### src/rtl/vec_mem_pkg.sv
`timescale 1ns/1ps
// Shared types for the vector memory element sequencer.
package vec_mem_pkg;
    // Addressing mode carried on the mode input; the spare code behaves as contiguous.
    typedef enum logic [1:0] {
        AM_CONTIG = 2'd0,
        AM_STRIDE = 2'd1,
        AM_INDEX  = 2'd2,
        AM_SPARE  = 2'd3
    } amode_e;
endpackage

### src/rtl/vec_mem_cnt.sv
`timescale 1ns/1ps
// Element position counter.
// Clears when an instruction is accepted and advances by one on each step.
// Assumes the owner never steps it past its width.
module vec_mem_cnt #(
    parameter int CNT_W = 7
) (
    input  logic             clk,
    input  logic             rst_n,
    input  logic             clr,
    input  logic             inc,
    output logic [CNT_W-1:0] cnt
);
    // Hold, clear or advance the position.
    always_ff @(posedge clk) begin
        if (!rst_n)   cnt <= '0;
        else if (clr) cnt <= '0;
        else if (inc) cnt <= cnt + CNT_W'(1);
    end
endmodule

### src/rtl/vec_mem_agen.sv
`timescale 1ns/1ps
// Element address generator.
// Latches base, stride and mode when an instruction is accepted. For the contiguous
// and strided modes it keeps a running address that moves on every accepted request,
// so no multiplier is needed. For the indexed mode it adds the current index element
// to the base in the same cycle. Assumes the index width equals the address width.
module vec_mem_agen
    import vec_mem_pkg::*;
#(
    parameter int ADDR_W     = 64,
    parameter int ELEM_BYTES = 8
) (
    input  logic              clk,
    input  logic              rst_n,
    input  logic              load_cfg,
    input  logic [1:0]        mode_in,
    input  logic [ADDR_W-1:0] base_in,
    input  logic [ADDR_W-1:0] stride_in,
    input  logic              step,
    input  logic [ADDR_W-1:0] idx_val,
    output logic [ADDR_W-1:0] addr
);
    amode_e            mode_q;
    logic [ADDR_W-1:0] base_q;
    logic [ADDR_W-1:0] stride_q;
    logic [ADDR_W-1:0] run_q;
    logic [ADDR_W-1:0] delta;

    // Distance between consecutive elements for the running address.
    always_comb begin
        delta = (mode_q == AM_STRIDE) ? stride_q : ADDR_W'(ELEM_BYTES);
    end

    // Capture the configuration and advance the running address on each acceptance.
    always_ff @(posedge clk) begin
        if (!rst_n) begin
            mode_q   <= AM_CONTIG;
            base_q   <= '0;
            stride_q <= '0;
            run_q    <= '0;
        end else if (load_cfg) begin
            mode_q   <= amode_e'(mode_in);
            base_q   <= base_in;
            stride_q <= stride_in;
            run_q    <= base_in;
        end else if (step) begin
            run_q    <= run_q + delta;
        end
    end

    // Pick the indexed sum or the running address.
    always_comb begin
        addr = (mode_q == AM_INDEX) ? (base_q + idx_val) : run_q;
    end
endmodule

### src/rtl/vec_mem_seq.sv
`timescale 1ns/1ps
// Vector memory element sequencer (top).
// Accepts one instruction while idle. It then offers one element request per cycle
// on a valid/ready port and, for loads, writes in-order responses to consecutive
// destination elements. The vector registers are external and are read
// combinationally through the element read ports. Assumes VL_W covers NUM_ELEM.
module vec_mem_seq #(
    parameter int NUM_ELEM = 64,
    parameter int DATA_W   = 64,
    parameter int ADDR_W   = 64,
    parameter int VL_W     = 8
) (
    input  logic                        clk,
    input  logic                        rst_n,
    input  logic                        start,
    input  logic [1:0]                  mode,
    input  logic                        is_store,
    input  logic [ADDR_W-1:0]           base,
    input  logic [ADDR_W-1:0]           stride,
    input  logic [VL_W-1:0]             vlen,
    output logic                        busy,
    output logic                        done,
    output logic                        req_valid,
    input  logic                        req_ready,
    output logic [ADDR_W-1:0]           req_addr,
    output logic                        req_we,
    output logic [DATA_W-1:0]           req_wdata,
    input  logic                        rsp_valid,
    input  logic [DATA_W-1:0]           rsp_data,
    output logic                        vd_we,
    output logic [$clog2(NUM_ELEM)-1:0] vd_widx,
    output logic [DATA_W-1:0]           vd_wdata,
    output logic [$clog2(NUM_ELEM)-1:0] vs_ridx,
    input  logic [DATA_W-1:0]           vs_rdata,
    output logic [$clog2(NUM_ELEM)-1:0] vi_ridx,
    input  logic [DATA_W-1:0]           vi_rdata
);
    localparam int IDX_W      = $clog2(NUM_ELEM);
    localparam int CNT_W      = $clog2(NUM_ELEM + 1);
    localparam int ELEM_BYTES = DATA_W / 8;

    logic             active_q;
    logic             store_q;
    logic             done_q;
    logic [CNT_W-1:0] count_q;
    logic [CNT_W-1:0] len_eff;
    logic [CNT_W-1:0] iss_pos;
    logic [CNT_W-1:0] wr_pos;
    logic             accept;
    logic             fire;
    logic             last_iss;
    logic             last_wr;
    logic             finish;

    // Clamp the requested length to the register size.
    always_comb begin
        len_eff = (vlen > VL_W'(NUM_ELEM)) ? CNT_W'(NUM_ELEM) : CNT_W'(vlen);
    end

    // Handshake and completion terms.
    always_comb begin
        accept    = start && !active_q;
        req_valid = active_q && (iss_pos < count_q);
        fire      = req_valid && req_ready;
        vd_we     = active_q && !store_q && rsp_valid && (wr_pos < count_q);
        last_iss  = fire && (iss_pos == count_q - CNT_W'(1));
        last_wr   = vd_we && (wr_pos == count_q - CNT_W'(1));
        finish    = active_q && (store_q ? last_iss : last_wr);
    end

    // Instruction state: run flag, direction, element count and completion pulse.
    always_ff @(posedge clk) begin
        if (!rst_n) begin
            active_q <= 1'b0;
            store_q  <= 1'b0;
            count_q  <= '0;
            done_q   <= 1'b0;
        end else begin
            done_q <= (accept && (len_eff == '0)) || finish;
            if (accept) begin
                active_q <= (len_eff != '0);
                store_q  <= is_store;
                count_q  <= len_eff;
            end else if (finish) begin
                active_q <= 1'b0;
            end
        end
    end

    vec_mem_cnt #(.CNT_W(CNT_W)) u_iss_cnt (
        .clk   (clk),
        .rst_n (rst_n),
        .clr   (accept),
        .inc   (fire),
        .cnt   (iss_pos)
    );

    vec_mem_cnt #(.CNT_W(CNT_W)) u_wr_cnt (
        .clk   (clk),
        .rst_n (rst_n),
        .clr   (accept),
        .inc   (vd_we),
        .cnt   (wr_pos)
    );

    vec_mem_agen #(.ADDR_W(ADDR_W), .ELEM_BYTES(ELEM_BYTES)) u_agen (
        .clk       (clk),
        .rst_n     (rst_n),
        .load_cfg  (accept),
        .mode_in   (mode),
        .base_in   (base),
        .stride_in (stride),
        .step      (fire),
        .idx_val   (ADDR_W'(vi_rdata)),
        .addr      (req_addr)
    );

    // Drive the element ports from the current positions.
    always_comb begin
        vs_ridx   = iss_pos[IDX_W-1:0];
        vi_ridx   = iss_pos[IDX_W-1:0];
        vd_widx   = wr_pos[IDX_W-1:0];
        vd_wdata  = rsp_data;
        req_we    = store_q;
        req_wdata = vs_rdata;
        busy      = active_q;
        done      = done_q;
    end
endmodule

### config.mk
export PLATFORM = sky130hd
export DESIGN_NAME = vec_mem_seq
export DESIGN_NICKNAME = d
export VERILOG_FILES = /design/src/rtl/vec_mem_pkg.sv /design/src/rtl/vec_mem_cnt.sv /design/src/rtl/vec_mem_agen.sv /design/src/rtl/vec_mem_seq.sv
export SDC_FILE = /design/constraint.sdc
export NUM_CORES = 1
export LEC_CHECK = 0
export BUFFER_PORTS_ARGS = -buffer_cell sky130_fd_sc_hd__buf_4
export CORE_ASPECT_RATIO = 0.8
export CORE_MARGIN = 1.5
export CORE_UTILIZATION = 42
export DETAILED_ROUTE_END_ITERATION = 16
export PLACE_DENSITY = 0.69
export SYNTH_ARGS = -nofsm -noshare
export SYNTH_HDL_FRONTEND = slang
export SYNTH_SLANG_ARGS = --single-unit
### constraint.sdc
create_clock -name clk -period 6.5 [get_ports clk]
set_clock_uncertainty 0.15 [all_clocks]
set_input_delay 0.975 -clock clk [delete_from_list [all_inputs] [get_ports clk]]
set_output_delay 0.975 -clock clk [all_outputs]
set_load 0.02 [all_outputs]
* Yosys cells after proc, flatten, opt, wreduce, memory -nomap -nowiden
Cells that the tools add are included.
** Word-level totals
- Bits in registers :: 218
- Logic and storage cells :: 49
- Bits of input ports :: 336
- Output and inout bits :: 215
** Cells by class
- Equality and inequality tests :: 4
- Order comparisons :: 3
- Add/sub/neg operators :: 5
- Bitwise logic cells :: 1
- Mux-type cells :: 8
- Reductions and logical operators :: 18
** Operators with widths (number)
- 2-to-1 mux 64 bit :: 4
- adder 64 bit :: 2
- adder 7 x 1 -> 7 bit (second input constant) :: 2
- equality test 7 bit :: 2
- < comparator 7 bit :: 2
- logical AND 1 bit :: 10
- > comparator 8 x 7 -> 1 bit (second input constant) :: 1
- zero test 7 bit :: 1
- 2-to-1 mux 7 bit :: 1
- nonzero test 7 bit :: 1
- subtractor 7 x 1 -> 7 bit (second input constant) :: 1
- nonzero test 2 bit :: 2
- 2-to-1 mux 1 bit :: 3
- equality test 2 x 1 -> 1 bit (second input constant) :: 1
- equality test 2 bit (second input constant) :: 1
- zero test 1 bit :: 2
- OR reduction 2 bit :: 1
- logical OR 1 bit :: 1
- NOT 1 bit :: 1

* Depth between registers and ports, before layout
Gate-level depths: netlist of run 1.
- Word-level depth :: 9
- Gate-level depth with buffers :: 17
- Mapped depth without buffers :: 15

* Modules after synthesis
From an unflattened synthesis of run 1, not the netlist that was laid out.
** Second synthesis, totals
- Cells, all modules :: 2398
- Area, all modules :: 18671.7 µm²
** By module, submodules not included
- vec_mem_agen :: sequential area each 3883.7 µm², cells an instance 2072, instances 1, area each 16041.6 µm²
- vec_mem_seq :: sequential area each 200.2 µm², cells an instance 266, instances 1, area each 2072.0 µm²
- vec_mem_cnt :: sequential area each 140.1 µm², cells an instance 30, instances 2, area each 279.0 µm²

* Worst setup path after synthesis of run 1
No wires, ideal clock.
- Kind :: input -> output
- Start point :: input vi_rdata[0]
- End point :: output req_addr[60]
- Arrival :: 3870 ps
- Setup slack :: 1505 ps
- Path buffers :: 0
- Data required time :: 5375 ps
- Stages :: 14
- Cell sequence :: ha_1 inv_1 fa_1 nor2b_1 o2111ai_1 a311o_1 a21oi_1 o21ai_1 a21oi_1 a221oi_1 o41ai_1 a41oi_1 xor2_1 o21ai_1
** On the way
- Longest elaborated chain between the ends :: 2
** Ends and longest elaborated chain
- from (decl) :: RTL line vec_mem_seq.sv:36 : input logic [DATA_W-1:0] vi_rdata
- adder 64 bit :: RTL line vec_mem_agen.sv:53 : addr = (mode_q == AM_INDEX) ? (base_q + idx_val) : run_q;
- 2-to-1 mux 64 bit :: RTL line vec_mem_agen.sv:53
- to (decl) :: RTL line vec_mem_seq.sv:25 : output logic [ADDR_W-1:0] req_addr,
Every way passes these cells.

* Worst setup path in the final report of run 1
- Start point :: input vi_rdata[1]
- End point :: output req_addr[63]
The elaborated chain is that of the path after synthesis.

==> results of run 1 <==
-- layout make-up --
type	count	area share (%)
diodes	2	0.0250
clock buffers	38	3.88
clock inverters	6	0.294
inverters	49	0.944
multi-input cells	1909	58.0
flip-flops and latches	218	21.8
well taps	552	3.45
repair buffers	307	11.6
-- synth_stat cells (3+ instances only) --
library cell | count | share of area, %
sky130_fd_sc_hd__o211ai_1 | 11 | 0.47
sky130_fd_sc_hd__xor2_1 | 61 | 3.0
sky130_fd_sc_hd__nor4_1 | 3 | 0.11
sky130_fd_sc_hd__xnor2_1 | 85 | 4.2
sky130_fd_sc_hd__a211oi_1 | 24 | 1.0
sky130_fd_sc_hd__o21ai_1 | 31 | 0.88
sky130_fd_sc_hd__nor2b_1 | 19 | 0.67
sky130_fd_sc_hd__a21boi_0 | 7 | 0.30
sky130_fd_sc_hd__nand2b_1 | 15 | 0.53
sky130_fd_sc_hd__a31oi_1 | 19 | 0.67
sky130_fd_sc_hd__and3_1 | 11 | 0.39
sky130_fd_sc_hd__o21ai_0 | 147 | 4.1
sky130_fd_sc_hd__inv_1 | 48 | 1.0
sky130_fd_sc_hd__nor3_1 | 19 | 0.54
sky130_fd_sc_hd__a311oi_1 | 12 | 0.59
sky130_fd_sc_hd__a21o_1 | 82 | 3.5
sky130_fd_sc_hd__o22ai_1 | 5 | 0.18
sky130_fd_sc_hd__and4_1 | 3 | 0.15
sky130_fd_sc_hd__a221o_1 | 4 | 0.23
sky130_fd_sc_hd__a221oi_1 | 8 | 0.40
sky130_fd_sc_hd__ha_1 | 144 | 10
sky130_fd_sc_hd__and2_1 | 70 | 2.5
sky130_fd_sc_hd__o221ai_1 | 9 | 0.44
sky130_fd_sc_hd__a2111oi_0 | 5 | 0.25
sky130_fd_sc_hd__a21oi_1 | 312 | 8.8
sky130_fd_sc_hd__a211o_1 | 4 | 0.20
sky130_fd_sc_hd__a31o_2 | 4 | 0.20
sky130_fd_sc_hd__nand2_1 | 515 | 11
sky130_fd_sc_hd__nand3_1 | 29 | 0.82
sky130_fd_sc_hd__buf_4 | 146 | 6.2
sky130_fd_sc_hd__nand4_1 | 38 | 1.3
sky130_fd_sc_hd__or2_2 | 7 | 0.25
sky130_fd_sc_hd__o21a_1 | 14 | 0.59
sky130_fd_sc_hd__o21bai_1 | 22 | 0.93
sky130_fd_sc_hd__nor2_1 | 103 | 2.2
sky130_fd_sc_hd__clkbuf_1 | 136 | 2.9
sky130_fd_sc_hd__or3_1 | 8 | 0.28
sky130_fd_sc_hd__dfxtp_1 | 218 | 25
sky130_fd_sc_hd__o31ai_1 | 10 | 0.42
sky130_fd_sc_hd__a41oi_1 | 3 | 0.15
sky130_fd_sc_hd__mux2i_1 | 5 | 0.28
-- worst paths after layout --
kind	start	to	slack (ns)	cells past startpoint
max	vi_rdata[1]	req_addr[63]	0.62	14
min	u_agen.stride_q[6]	u_agen.stride_q[6]	0.30	2
max reg2reg	u_agen.mode_q[0]	u_agen.run_q[60]	1.68	15
min reg2reg	u_agen.stride_q[6]	u_agen.stride_q[6]	0.30	2
-- where the power goes --
| part | total, mW | internal, mW | switching, mW |
|---|---|---|---|
| Sequential | 1.48 | 1.42 | 0.0590 |
| Combinational | 1.03 | 0.414 | 0.616 |
| Clock | 1.49 | 0.861 | 0.631 |
-- state kept, by name (all words and copies together), names as in the netlist --
register,cells
count_q,7
done,1
u_agen.base_q,64
u_iss_cnt.cnt,7
req_we,1
busy,1
u_agen.stride_q,64
u_agen.run_q,64
u_agen.mode_q,2
u_wr_cnt.cnt,7
-- cells by family after synthesis --
kind of cell / count (synthesis)
buffers and inverters: 333
xor gates and xnor gates: 146
AOI/OAI and AO/OA: 764
DFF: 218
adders and majority gates: 146
and+or+nand+nor: 846
muxes: 7
-- metal layers --
layer | vias up | wire length, µm | track usage (%)
li1 | 8534 | - | -
met2 | 807 | 25100 | 38.9
met3 | 100 | 5510 | 6.49
met5 | - | 0 | 0.893
met4 | 0 | 1740 | 8.09
met1 | 8160 | 27700 | 37.5
-- critical path, cell delays in order --
cell	delay, ns
sky130_fd_sc_hd__buf_4	0.12
sky130_fd_sc_hd__ha_1	0.30
sky130_fd_sc_hd__a211oi_1	0.27
sky130_fd_sc_hd__nor2_1	0.13
sky130_fd_sc_hd__a211o_1	0.42
sky130_fd_sc_hd__o211ai_2	0.30
sky130_fd_sc_hd__nand2_1	0.21
sky130_fd_sc_hd__a31oi_1	0.34
sky130_fd_sc_hd__nor3b_2	0.53
sky130_fd_sc_hd__o21ai_1	0.36
sky130_fd_sc_hd__a211oi_1	0.36
sky130_fd_sc_hd__xnor2_1	0.16
sky130_fd_sc_hd__o21ai_1	0.08
sky130_fd_sc_hd__buf_4	0.19
==> results list, run 1 <==
* TritonCTS clock tree: built
- Horiz. Die Dim: 233 µm
- Post-synthesis net count: just under 3000
- Register area share after synthesis: 24.6%
- The worst setup path is captured at a primary output.
* Gates resized, CTS repair: 0
- Synthesis produced a netlist whose cell count is approximately 2500.
* Data required time at the worst endpoint: 5.37 ns
* Final number of max-transition violations: 0
* FF+latch area: ~0.0044 mm²
* Count of routing violations after the opening detailed-route iteration: 1373
* Global-route usage over all layers: 26.4%
* Maximum buffer depth of the clock tree: 3
- Cell count after placement: between 3000 and 4000
* Core area: around 0.042 mm²
- Area of combinational cells with multiple inputs: between 0.01 and 0.015 mm²
- Each instance of the synthesized netlist takes up on average 7.21 µm².
- Top-Level Pins: 551
* Placed wire-length estimate after detailed placement: about 46000 µm
* Net count, final: 2994
- By area, the combinational part of the netlist is dominated by compound AO/OA/AOI/OAI gates.
* Post-Place Worst Slack: 0.665 ns
- Vias in the first global route: 16571
* Multiplexer fraction of the synthesized cell area: 0.409%
* Maximum fanout count along the critical path: 5
- Final critical-path required period: 5.88 ns
- Final setup vio count: 0
- In the final layout, the share of cells above drive strength 1 is 15.1%.
* Residual overflow from global routing: 0
- Once layout is done, the placed cells without fillers occupy 0.0200 mm².
- Worst EP arrival: 4.76 ns
- The initial utilization of the core area, before any placement, comes to 42.5%.
- RSZ-0062 raised after global routing: no
* Area of the mapped netlist: 0.0177 mm²
- Number of maximum-capacitance constraint violations: 0
- Clock buffer count from CTS: 27
- The count of buffers added on input and output ports is 294.
* Vertical die dimension: roughly 190 µm
- The synthesized design contains 218 register bits.
- Largest net degree at the start of global routing: 145
- For this run, the share of the core covered by cells in the final layout is 47.9%.
- Post-synthesis cell type count: between 70 and 80
* Slack of the critical path: 0.619 ns
- Via count of the routed design: 17601
- The number of hold buffers added after CTS was 0.
- Dividing total power by cell area gives a power density of 200 mW/mm².
- Counting flops with a built-in enable in the synthesized netlist gives 0.
- The worst hold path belongs to the class reg -> reg.
* Highest clock rate: 170 MHz
- The critical path in this run is classified as in -> out.
* Final Cycle Share: 90.5%
* Insertion delay to the later sink of the worst-skew pair: roughly 0.57 ns
* DRC violation count after routing: 0
- Clock tree synthesis found a total of approximately 220 sinks.
- The die covers 0.0435 mm².
- The flow ran to the end, and the final reports show no timing, DRC or antenna violations.
- The final-report hold violation count is 0.
* Syn-to-layout area delta: 12.8%
- Global-route wire length before repair: about 92000 µm
* Overall power consumption: 4.00 mW
* Most common cell after layout, fill and taps aside: sky130_fd_sc_hd__nand2_1
* Drt first pass iters: 5
- The number of antenna violations at the first check in global routing was 3.
* Placement Rows: 67
- Aggregate negative setup slack: 0 ns
- Fill cells in the final layout number ~4200.
- Leaving out fill and tap cells, the most frequent cells in the layout are sky130_fd_sc_hd__nand2_1, sky130_fd_sc_hd__a21oi_1, sky130_fd_sc_hd__buf_4.
* Leak: 8.83 nW
- Buffers added to address setup during post-CTS repair amount to 0.
* Root buffer cell: sky130_fd_sc_hd__clkbuf_16
- Headroom to the max-slew limit came out at 20.6%.
- The final layout contains routed wiring with a total length of 60000 µm.
* Post-place instance area: 0.0192 mm²
* Area share of xor/xnor cells in the synthesized design: 7.21%
- In the routed layout, each cell is associated on average with a via count of between 5 and 6.
- Htree depth: 1
* Non-filler cells in the finished layout: 3081
- Number of routed nets with antenna violations: 0
- Of all flip-flops after synthesis, the portion carrying an async set or reset was 0%.
- Synthesis warning total: 0
- Worst supply voltage drop on vdd: 0.000199 V
* Average wire per standard cell: 19.5 µm
- Hold Slack: about 0.30 ns
- Basic-gate share of the synthesized area counting and, or, nand and nor cells: about a fifth
- The worst setup path is launched from a primary input.
- Placer Congestion: 0.938
* Compound-cell area share of the yosys netlist: 26.3%
* Main flop type after synthesis: sky130_fd_sc_hd__dfxtp_1
* Synth Area in Adders: 10.4%
* Transition at the pin with the smallest max-transition slack: between 1 and 1.5 ns
- After clock tree synthesis, the clock-pin slew on the worst setup and hold paths is around 0.06 ns.
Note: power is estimated with default switching activity, not from simulation.
==> run 2: changes to the inputs <==
--- a/config.mk
+++ b/config.mk
@@ -10,7 +10,8 @@
 export CORE_MARGIN = 1.5
 export CORE_UTILIZATION = 42
 export DETAILED_ROUTE_END_ITERATION = 16
-export PLACE_DENSITY = 0.69
+export PLACE_DENSITY = 0.68
 export SYNTH_ARGS = -nofsm -noshare
 export SYNTH_HDL_FRONTEND = slang
+export SYNTH_HIERARCHICAL = 1
 export SYNTH_SLANG_ARGS = --single-unit
==> run 2 against run 1 <==
Against the previous run:
- cell count fell by 0.13%
- die area rose by 5.2%
- critical path depth is 1 lower
- synthesized cell count is 2.5% lower
- worst setup slack improved by 0.18 ns
- clock power hardly changed
- sequential power is essentially flat
- global-route usage up 2.0 points
- first-iteration DRC count grew 34%
- combinational power grew 8%
- utilization rose by 0.47 points
- register-to-register slack better by 0.05 ns
- critical path type unchanged
- critical endpoint is now req_addr[60]
- largest cell class unchanged
==> results list, run 2 <==
* Run status: complete, no violations
- DRC violation count after routing: 0 (unchanged)
- Fin util: 48.4% (+0.47 points)
* Share of total power in sequential cells: 36.6% (-0.3 points)
* Vertical die dimension: 192 µm (+2.6%)
* Number of antenna violations at the first check in global routing: 3 (unchanged)
* Worst setup SP type: primary input
- After synthesis, the cell types taking the most area are sky130_fd_sc_hd__dfxtp_1, sky130_fd_sc_hd__ha_1, sky130_fd_sc_hd__mux2i_1.
- TritonCTS built the clock tree.
- RSZ-0062 raised after global routing: no
- Number of routed nets with antenna violations: 0 (unchanged)
- Worst EP arrival: 4.57 ns (-0.19 ns)
* Relative contribution of the clock network to total power: 36.5% (-0.8 points)
- The total CTS buffers is 27 (unchanged).
- Biggest cell delay along the critical path: 0.91 ns (+0.38 ns)
* Placed wire-length estimate after detailed placement: 54800 µm (+20%)
* # port buffers: 294 (unchanged)
- Most common cell after layout, fill and taps aside: sky130_fd_sc_hd__buf_4
- The number of cells upsized or downsized after cts is 0 (unchanged).
- Synth top area share: 23.4% (-1.2 points)
* Register area share after synthesis: 23.4% (-1.2 points)
- The critical path starts at vi_rdata[25].
- The mean cell area of the mapped netlist was 7.79 µm² (+8.0%).
- Insertion delay to the later sink of the worst-skew pair: 0.58 ns (about the same)
- Root buffer cell: sky130_fd_sc_hd__clkbuf_16
* CP Cell Sequence: buf_4 -> ha_1 -> a21oi_1 -> o21bai_1 -> a21oi_1 -> a2111oi_0 -> a311oi_2 -> o41a_2 -> o21ai_2 -> o221ai_2 -> xnor2_1 -> o21ai_1 -> buf_4
- The power density over cell area is 195 mW/mm² (-2.2%).
- Final Cycle Share: 87.6% (-2.8 points)
* Vias in the first global route: 16464 (-0.65%)
* Hold violation total from the final report: 0 (unchanged)
- Horiz. Die Dim: 239 µm (+2.6%)
- Data required time at the worst endpoint: 5.37 ns (about the same)
- Cell with the largest stage delay on the worst path: sky130_fd_sc_hd__a2111oi_0
- The part of the power in combinational logic came to 26.9% (+1.1 points).
* Final number of max-transition violations: 0 (unchanged)
* Transition at the pin with the smallest max-transition slack: 1.16 ns (-0.0250 ns)
* Residual overflow from global routing: 0 (unchanged)
- Library cell occupying the most area in the post-synthesis netlist: sky130_fd_sc_hd__dfxtp_1
- The initial core utilization was 42.9% (+0.47 points).
- The minimum period implied by the final worst setup slack was 5.70 ns (-0.184 ns).
- Switching power summed over all nets: 1.37 mW (+4.9%)
- Worst hold path type: reg -> reg
- The via count of the routed design was 17849 (+1.4%).
* Global-route usage over all layers: 28.4% (+2.0 points)
* Average wire per standard cell: 22.2 µm (+14%)
- The netlist area before placement was 0.0187 mm² (+5.3%).
* Num Clock Sinks: 218 (unchanged)
* Start of the worst register-to-register path: u_agen/mode_q[1]
* Maximum buffer depth of the clock tree: 3 (unchanged)
- The number of instances in the synthesized netlist was 2398 (-2.5%).
- The count of unique library cells instantiated by Yosys is 97 (+33%).
- The post-synthesis sequential element count was 218 (unchanged).
- Leak: 9.08 nW (+2.9%)
- The number of setup violations in the final report came to 0 (unchanged).
* Number of maximum-capacitance constraint violations: 0 (unchanged)
* Number of flops mapped to enable cells by yosys: 0 (unchanged)
- Top library cells by usage in the layout, fill and taps aside: sky130_fd_sc_hd__buf_4, sky130_fd_sc_hd__nand2_1, sky130_fd_sc_hd__dfxtp_1
- The post-synth net total was 2880 (-2.1%).
- Slack of the critical path: 0.803 ns (+0.184 ns)
* Ys async rst share: 0% (unchanged)
* Clock-pin slew of the registers on the worst-case setup and hold paths: 0.06 ns (about the same)
* Max-slew headroom: 22.1% (+1.6 points)
- The die area was 0.0457 mm² (+5.2%).
* Largest net degree at the start of global routing: 116 (-20%)
- The fraction of final layout cells with drive strength greater than 1 came to 15.6% (+0.49 points).
- Post-Place Worst Slack: 0.905 ns (+0.240 ns)
- Top-count cell post-synth: sky130_fd_sc_hd__nand2_1
- The number of buffers added for setup after CTS came to 0 (unchanged).
- The maximum ir drop on the vdd rail was 0.000198 V (-0.35%).
- Maximum fanout count along the critical path: 7 (+2)
* Net count, final: 2941 (-1.8%)
- Drt first pass iters: 5 (unchanged)
- The count of warnings emitted by yosys was 6 (+6).
- The total of hold buffers inserted after clock tree synthesis was 0 (unchanged).
- The internal power consumption came to 2.74 mW (+1.9%).
- Placement Rows: 68 (+1.5%)
* Highest clock rate: 176 MHz (+3.2%)
- Htree depth: 1 (unchanged)
* Leading post-synthesis cells by instance count: sky130_fd_sc_hd__nand2_1, sky130_fd_sc_hd__dfxtp_1, sky130_fd_sc_hd__a21oi_1
* Switching share of power: 33.3% (+0.65 points)
- Overall power consumption: 4.11 mW (+2.9%)
- Core area: 0.0435 mm² (+4.1%)
- Count of routing violations after the opening detailed-route iteration: 1842 (+34%)
- The number of vias per cell was 5.80 (+1.5%).
- Top-Level Pins: 551 (unchanged)
* Syn-to-layout area delta: 12.7%
- The first-pass GRT wire length came to 100000 µm (+8.2%).
* Main flop type after synthesis: sky130_fd_sc_hd__dfxtp_1
- Min-delay src: u_agen/base_q[14]
* Aggregate negative setup slack: 0 ns (unchanged)
- Placer Congestion: 0.978 (+4.4%)
- Total wire length after detailed routing: 68300 µm (+14%)
- The worst setup path is captured at a primary output.
- The critical path in this run is classified as in -> out.
- Largest registers: u_agen/base_q: 64 flops, u_agen/run_q: 64 flops, u_agen/stride_q: 64 flops
==> run 2: cell count changes after synthesis, moves of 13 or more <==
cell / change
sky130_fd_sc_hd__a21boi_0: +17
sky130_fd_sc_hd__a21o_1: -19
sky130_fd_sc_hd__a21oi_1: -98
sky130_fd_sc_hd__a22o_1: +13
sky130_fd_sc_hd__and2_1: +16
sky130_fd_sc_hd__clkbuf_1: -23
sky130_fd_sc_hd__mux2i_1: +128
sky130_fd_sc_hd__nand2_1: -251
sky130_fd_sc_hd__nor2b_1: +111
sky130_fd_sc_hd__o21ai_0: +56
sky130_fd_sc_hd__o21ai_1: -27
==> run 2: layout make-up <==
class	count	area, µm²
Antenna cell	3	7.51
Clock inverter	12	100
Multi-Input combinational cell	1854	12600
Sequential cell	218	4360
Clock buffer	37	773
Inverter	56	223
Timing Repair Buffer	302	2270
Tap cell	595	744
Fill cell	4291	22400
==> run 2: cells by family after synthesis <==
logic type	share of synthesized area (%)
muxes	7.31
and+or+nand+nor	19.8
DFF	23.4
adders and majority gates	9.86
buffers and inverters	9.44
AOI/OAI and AO/OA	23.5
xor gates and xnor gates	6.78
==> run 2: worst paths after layout <==
path / cells after the start / end / slack (ns)
hold reg to reg: 2 / u_agen/base_q[14] / 0.33
setup / recovery: 13 / req_addr[60] / 0.80
setup reg to reg: 16 / u_agen/run_q[60] / 1.73
hold / removal: 2 / u_agen/base_q[14] / 0.33
==> run 2: power groups by stage <==
| stage | Sequential [mW] | Combinational (mW) | Clock [mW] |
|---|---|---|---|
| 3_5_place_dp | 1.53 | 1.08 | 0 |
| 5_1_grt | 1.51 | 1.19 | 1.57 |
| 3_3_place_gp | 1.53 | 1.07 | 0 |
| 2_1_floorplan | 1.48 | 0.814 | 0 |
| 6_report | 1.51 | 1.11 | 1.50 |
| 4_1_cts | 1.50 | 1.09 | 1.53 |
==> run 2: critical path: cells and delay by family <==
kind	cells	cell delay [ns]
AO/OA/AOI/OAI	9	2.61
adder cells (fa/ha/maj)	1	0.41
buffers and inverters	2	0.29
XOR/XNOR	1	0.29
==> run 2: metal layers <==
metal  part of all wire (%)  track usage (%)  vias up
met5                      0                0        -
met4                    2.3             6.89        0
met3                     10             5.84       90
met2                     40             39.5      851
met1                     48             43.6     8444
li1                       -                -     8464
==> run 2: per-stage QoR <==
stage          std cells  instance area, µm²  hold WS, ns
2_1_floorplan       2398               18700        0.306
3_3_place_gp        3025               20200        0.324
3_5_place_dp        3025               20200        0.329
4_1_cts             3074               21000        0.338
5_1_grt             3077               21000        0.357
6_report            3077               21000        0.334
